===== src/rtl/spi_irq_pkg.sv =====
package spi_irq_pkg;

    localparam int IRQ_W       = 7;
    localparam int BIT_FAULT   = 1;
    localparam int BIT_TXLOW   = 2;
    localparam int BIT_TXFULL  = 3;
    localparam int BIT_RXAVAIL = 4;

    localparam logic [7:0] OFF_STATUS = 8'h04;
    localparam logic [7:0] OFF_SET    = 8'h08;
    localparam logic [7:0] OFF_CLR    = 8'h0C;
    localparam logic [7:0] OFF_MASK   = 8'h10;
    localparam logic [7:0] OFF_WMARK  = 8'h28;

    typedef enum logic {
        PORT_IDLE,
        PORT_RESP
    } port_state_t;

endpackage


===== src/rtl/spi_irq_status.sv =====
module spi_irq_status
    import spi_irq_pkg::*;
#(
    parameter int CNT_W = 8
) (
    input  logic             clk,
    input  logic             rst_n,
    input  logic [CNT_W-1:0] tx_count,
    input  logic             tx_full,
    input  logic [CNT_W-1:0] rx_count,
    input  logic             mode_fault,
    input  logic [CNT_W-1:0] wmark_q,
    input  logic             clr_we,
    input  logic [IRQ_W-1:0] clr_bits,
    output logic [IRQ_W-1:0] status_q
);

    logic             fault_q;
    logic [IRQ_W-1:0] raw_set;
    logic [IRQ_W-1:0] status_nxt;

    always_ff @(posedge clk or negedge rst_n) begin
        if (!rst_n) fault_q <= 1'b0;
        else        fault_q <= mode_fault;
    end

    always_comb begin
        raw_set              = '0;
        raw_set[BIT_FAULT]   = mode_fault & ~fault_q;
        raw_set[BIT_TXLOW]   = (tx_count < wmark_q);
        raw_set[BIT_TXFULL]  = tx_full;
        raw_set[BIT_RXAVAIL] = (rx_count != '0);
    end

    // new events win over a clear in the same cycle
    for (genvar i = 0; i < IRQ_W; i++) begin : g_bit
        assign status_nxt[i] = raw_set[i] | (status_q[i] & ~(clr_we & clr_bits[i]));
    end

    always_ff @(posedge clk or negedge rst_n) begin
        if (!rst_n) status_q <= '0;
        else        status_q <= status_nxt;
    end

endmodule


===== src/rtl/spi_irq_mask.sv =====
module spi_irq_mask
    import spi_irq_pkg::*;
(
    input  logic             clk,
    input  logic             rst_n,
    input  logic             set_we,
    input  logic             clr_we,
    input  logic [IRQ_W-1:0] bits,
    output logic [IRQ_W-1:0] mask_q
);

    logic [IRQ_W-1:0] mask_nxt;

    for (genvar i = 0; i < IRQ_W; i++) begin : g_bit
        assign mask_nxt[i] = (mask_q[i] | (set_we & bits[i])) & ~(clr_we & bits[i]);
    end

    always_ff @(posedge clk or negedge rst_n) begin
        if (!rst_n) mask_q <= '0;
        else        mask_q <= mask_nxt;
    end

endmodule


===== src/rtl/spi_irq_regport.sv =====
module spi_irq_regport
    import spi_irq_pkg::*;
#(
    parameter int AW    = 8,
    parameter int DW    = 32,
    parameter int CNT_W = 8
) (
    input  logic             clk,
    input  logic             rst_n,
    input  logic             req_valid,
    input  logic             req_write,
    input  logic [AW-1:0]    req_addr,
    input  logic [DW-1:0]    req_wdata,
    input  logic [IRQ_W-1:0] status_q,
    input  logic [IRQ_W-1:0] mask_q,
    output logic             rd_valid,
    output logic [DW-1:0]    rd_data,
    output logic             st_clr_we,
    output logic             mask_set_we,
    output logic             mask_clr_we,
    output logic [CNT_W-1:0] wmark_q
);

    port_state_t      state_q, state_nxt;
    logic             wr_req, rd_req;
    logic [DW-1:0]    rd_mux;
    logic             unused_wdata;

    assign wr_req       = req_valid & req_write;
    assign rd_req       = req_valid & ~req_write;
    assign unused_wdata = ^req_wdata;

    assign st_clr_we   = wr_req && (req_addr == AW'(OFF_STATUS));
    assign mask_set_we = wr_req && (req_addr == AW'(OFF_SET));
    assign mask_clr_we = wr_req && (req_addr == AW'(OFF_CLR));

    // state register
    always_ff @(posedge clk or negedge rst_n) begin
        if (!rst_n) state_q <= PORT_IDLE;
        else        state_q <= state_nxt;
    end

    // next state
    always_comb begin
        state_nxt = PORT_IDLE;
        unique case (state_q)
            PORT_IDLE: state_nxt = rd_req ? PORT_RESP : PORT_IDLE;
            PORT_RESP: state_nxt = rd_req ? PORT_RESP : PORT_IDLE;
        endcase
    end

    // outputs
    always_comb begin
        rd_valid = 1'b0;
        unique case (state_q)
            PORT_IDLE: rd_valid = 1'b0;
            PORT_RESP: rd_valid = 1'b1;
        endcase
    end

    always_comb begin
        rd_mux = '0;
        case (req_addr)
            AW'(OFF_STATUS): rd_mux[IRQ_W-1:0] = status_q;
            AW'(OFF_MASK):   rd_mux[IRQ_W-1:0] = mask_q;
            AW'(OFF_WMARK):  rd_mux[CNT_W-1:0] = wmark_q;
            default:         rd_mux = '0;
        endcase
    end

    always_ff @(posedge clk or negedge rst_n) begin
        if (!rst_n)      rd_data <= '0;
        else if (rd_req) rd_data <= rd_mux;
    end

    always_ff @(posedge clk or negedge rst_n) begin
        if (!rst_n)
            wmark_q <= CNT_W'(1);
        else if (wr_req && (req_addr == AW'(OFF_WMARK)))
            wmark_q <= req_wdata[CNT_W-1:0];
    end

endmodule


===== src/rtl/spi_irq_unit.sv =====
module spi_irq_unit
    import spi_irq_pkg::*;
#(
    parameter int AW    = 8,
    parameter int DW    = 32,
    parameter int CNT_W = 8
) (
    input  logic             clk,
    input  logic             rst_n,
    input  logic             req_valid,
    input  logic             req_write,
    input  logic [AW-1:0]    req_addr,
    input  logic [DW-1:0]    req_wdata,
    output logic             rd_valid,
    output logic [DW-1:0]    rd_data,
    input  logic [CNT_W-1:0] tx_count,
    input  logic             tx_full,
    input  logic [CNT_W-1:0] rx_count,
    input  logic             mode_fault,
    output logic             irq
);

    logic [IRQ_W-1:0] status_q;
    logic [IRQ_W-1:0] mask_q;
    logic [CNT_W-1:0] wmark_q;
    logic             st_clr_we, mask_set_we, mask_clr_we;

    spi_irq_regport #(.AW(AW), .DW(DW), .CNT_W(CNT_W)) u_port (
        .clk         (clk),
        .rst_n       (rst_n),
        .req_valid   (req_valid),
        .req_write   (req_write),
        .req_addr    (req_addr),
        .req_wdata   (req_wdata),
        .status_q    (status_q),
        .mask_q      (mask_q),
        .rd_valid    (rd_valid),
        .rd_data     (rd_data),
        .st_clr_we   (st_clr_we),
        .mask_set_we (mask_set_we),
        .mask_clr_we (mask_clr_we),
        .wmark_q     (wmark_q)
    );

    spi_irq_status #(.CNT_W(CNT_W)) u_status (
        .clk        (clk),
        .rst_n      (rst_n),
        .tx_count   (tx_count),
        .tx_full    (tx_full),
        .rx_count   (rx_count),
        .mode_fault (mode_fault),
        .wmark_q    (wmark_q),
        .clr_we     (st_clr_we),
        .clr_bits   (req_wdata[IRQ_W-1:0]),
        .status_q   (status_q)
    );

    spi_irq_mask u_mask (
        .clk    (clk),
        .rst_n  (rst_n),
        .set_we (mask_set_we),
        .clr_we (mask_clr_we),
        .bits   (req_wdata[IRQ_W-1:0]),
        .mask_q (mask_q)
    );

    assign irq = |(status_q & mask_q);

endmodule


===== config.mk =====
export PLATFORM = sky130hd
export DESIGN_NAME = spi_irq_unit
export DESIGN_NICKNAME = d
export VERILOG_FILES = /design/src/rtl/spi_irq_pkg.sv /design/src/rtl/spi_irq_status.sv /design/src/rtl/spi_irq_mask.sv /design/src/rtl/spi_irq_regport.sv /design/src/rtl/spi_irq_unit.sv
export SDC_FILE = /design/constraint.sdc
export NUM_CORES = 1
export LEC_CHECK = 0
export BUFFER_PORTS_ARGS = -buffer_cell sky130_fd_sc_hd__buf_2
export CELL_PAD_IN_SITES_DETAIL_PLACEMENT = 1
export CELL_PAD_IN_SITES_GLOBAL_PLACEMENT = 2
export CORE_MARGIN = 1.5
export CORE_UTILIZATION = 26
export CTS_CLUSTER_DIAMETER = 50
export CTS_CLUSTER_SIZE = 12
export DETAILED_ROUTE_END_ITERATION = 8
export PLACE_DENSITY = 0.79
export RECOVER_POWER = 100
export SLEW_MARGIN = 15
export SYNTH_ARGS = -nofsm -noshare
export SYNTH_HDL_FRONTEND = slang
export SYNTH_SLANG_ARGS = --single-unit
export TNS_END_PERCENT = 50

===== constraint.sdc =====
create_clock -name clk -period 2.05 [get_ports clk]
set_input_delay 0.41 -clock clk [delete_from_list [all_inputs] [get_ports clk]]
set_output_delay 0.41 -clock clk [all_outputs]
set_load 0.005 [all_outputs]

==> run_results.csv <==
group,metric,value,unit
synthesis,synth.cell_area,1868,um^2
grt,first_global_vias,1374,
route,drc_errors,0,
synthesis,ys_ff_latch,32,
floorplanning,die_area,7703,um^2
pwr,ir_drop,0.1815,mV
sta,period_needed,1.813,ns
pwr,pwr-share-clk,37.6,%
finish,drive_gt1_share,25.89,%
placed_design,hpwl,3398,um
floorplanning,die_h,87.77,um
cts,post_cts_buffers,0,
route,wire_per_inst,13.73,um
synthesis,synth_top_area_share,41.53,%
synthesis,ys_types,36,
sta,fmax,551.5,MHz
worst_setup_path,crit_fanout,3,
sta,tns,0,ns
sta,rsz0062_at_grt,"false",
grt,grt_pass1_wl,7003,um
worst_setup_path,worstPathRequired,1.64,ns
route,ant_nets,0,
pwr,p_sw_share,25.05,%
finish,nFillCells,808,
grt,overflow,0,
worst_setup_path,crit_path_max_incr_delay,0.42,ns
placed_design,io_buffers,47,
synthesis,avgSynthCellArea,10.86,um^2
finish,diodes,0,
pwr,p_sw,0.3113,mW
cts,cts_sinks,32,
flow_run,max-cap-violations,1,
cts,cts_made_buffers,5,
outcome,status,"finished, violations left",
pwr,pwr-share-comb,10.1,%
synthesis,ys_seq_area_share,42.93,%
cts,cts.path.max_buffers,2,
route,avgViaCountPerCell,4.297,
outcome,violations,"capacitance limit, slew limit",
cts,cts.clk_slew.worst_paths,0.06,ns
route,drt_iter0_drc,73,
cts,htreeDepth,2,
synthesis,async_flop_share,100.0,%
floorplanning,start_util,27.19,%
worst_setup_path,crit_type,"reg2out",
synthesis,synth_top_flop_cell,"dfrtp_1",
route,first_pass_iters,5,
sta,fin_crit_sh,88.45,%
worst_setup_path,arrival,1.40,ns
floorplanning,io_pins,96,
synthesis,yosys_warnings,0,
floorplanning,placementRows,30,
sta,relSlewSlack,-13.03,%
finish,final_util,31.15,%
cts,ctsResizeCount,0,
placed_design,placed_cells,312,
worst_setup_path,startpoint_type,"flip-flop",
finish,multi_input_area,814.5,um^2
worst_setup_path,end_kind,"output pin",
synthesis,syn_inst,172,
finish,seq_area,802.0,um^2
cts,cts_tree,"built",
sta,holdWs,0.2430,ns
synthesis,synth_edf_count,0,
pwr,p_int,0.9313,mW
grt,antenna_found_initial,0,
worst_setup_path,slowest_stage,"a222oi_1",
pwr,totalPowerFinal,1.243,mW
worst_setup_path,worstPathCellList,"a222oi_1, nand3_1, clkbuf_1",
grt,grt_use_total,12.34,%
synthesis,netlist_top_cells_area,"dfrtp_1 (42%), buf_4 (9.6%), mux2_4 (6.4%)",
floorplanning,core_area,6869,um^2
sta,finClkSkew,0.01026,ns
placed_design,gp_congestion,0.7095,
grt,grt_max_degree,33,
pwr,pwr-share-seq,52.3,%
cts,clock_latency,0.29,ns
finish,syn_to_final_growth,14.53,%
sta,slew_violations,33,
synthesis,yosysTopAreaCell,"dfrtp_1",
cts,postCtsHoldBufs,0,
floorplanning,die_width,87.77,um
route,finalWirelength,4394,um
route,via_count,1375,
finish,fin_nets,292,
finish,layoutNonFillerInstCount,320,
pwr,p_leak,1.070,nW
sta,worst_pin_slew,1.695,ns
worst_hold_path,hp-class,"in2reg",
sta,hold_viol,0,
cts,cts-root-buf,"clkbuf_8",
sta,setup_violations,0,
pwr,powerDensity,580.8,nW/um^2
## registers in the layout, indices dropped and copies added (netlist names)
signal,count
u_mask.mask_q,7
u_port.wmark_q,8
u_status.status_q,7
u_port.state_q,1
u_status.fault_q,1
u_port.rd_data,8
## critical path: cells and delay by family, from the launching register on
family / cells / cell delay (ns)
AO/OA/AOI/OAI: 1 / 0.42
flip-flops: 1 / 0.41
AND/OR/NAND/NOR: 1 / 0.15
buffers and inverters: 1 / 0.14
## final timing paths
kind / start / end / slack (ns) / cells past startpoint
setup reg to reg: u_port.wmark_q[3] / u_status.status_q[2] / 0.42 / 6
min in group asynchronous: rst_n / u_port.wmark_q[5] / 0.55 / 1
setup / recovery: u_status.status_q[1] / irq / 0.24 / 3
hold reg to reg: u_port.rd_data[7] / u_port.rd_data[7] / 0.50 / 2
max in group asynchronous: rst_n / u_port.wmark_q[2] / 0.51 / 1
hold / removal: mode_fault / u_status.fault_q / 0.24 / 1
## layout by cell type, fill, tap and decap left out, types with 2 or more instances in the layout
cell type	Yosys	layout
o21ai_0	2	7
a21o_1	3	3
a222oi_1	8	8
mux2_1	0	6
conb_1	1	24
mux2i_1	7	7
inv_1	18	18
buf_2	3	41
ha_1	7	7
buf_4	24	3
and4_1	2	3
clkbuf_1	1	9
a22o_1	2	2
mux2_4	8	2
a22oi_1	2	2
nor4_1	3	3
clkbuf_8	0	5
nand3_1	3	3
a21boi_1	3	3
nand2_1	20	20
o21ai_1	8	3
dfrtp_1	31	31
## logic make-up after synthesis
logic type,Yosys count,synth area share (%)
buf+inv,48,15.94
simple gates,37,12.86
compound gates,32,13.20
flops,32,42.93
mux,15,10.18
fa+ha+maj,7,4.688
other cells,1,0.2007
## synth_stat cells, drive strengths merged (3+ instances only)
cell type  instances
a222oi             8
buf               29
nand2             21
mux2i              7
o21ai             10
inv               18
and4               3
nor4               4
dfrtp             31
nand3              3
a21boi             3
mux2               8
a21o               3
ha                 7
## metal layers
layer / part of all wire [%] / GRT usage, % / vias to the layer above / wire [um]
li1: - / - / 660 / -
met1: 43 / 15.44 / 652 / 1894
met2: 49 / 19.99 / 58 / 2139
met3: 6.5 / 3.959 / 5 / 285
met4: 1.7 / 4.329 / 0 / 73
met5: 0 / 0 / - / 0
## through the flow
step           setup WS (ns)  instance area (um^2)
2_1_floorplan         0.3881                  1954
3_3_place_gp          0.2023                  2110
3_5_place_dp          0.1654                  2110
4_1_cts               0.2124                  2191
5_1_grt               0.1430                  2140
6_report              0.2368                  2140
## final cells by class
type                       instances  share of cell area (%)
multi-input combinational        115                   38.07
timing repair buffer              51                   11.87
sequential                        32                   37.49
tap                               96                   5.614
inverter                          18                   3.158
clock buffer                       7                   3.567
clock inverter                     1                  0.2339
## power by group through the flow
stage	registers [mW]	clock network [mW]	logic (mW)
6_report	0.650	0.467	0.125
5_1_grt	0.651	0.518	0.146
4_1_cts	0.650	0.487	0.136
3_5_place_dp	0.662	0	0.135
3_3_place_gp	0.661	0	0.131
2_1_floorplan	0.659	0	0.0928
(Power assumes the default switching activity.)
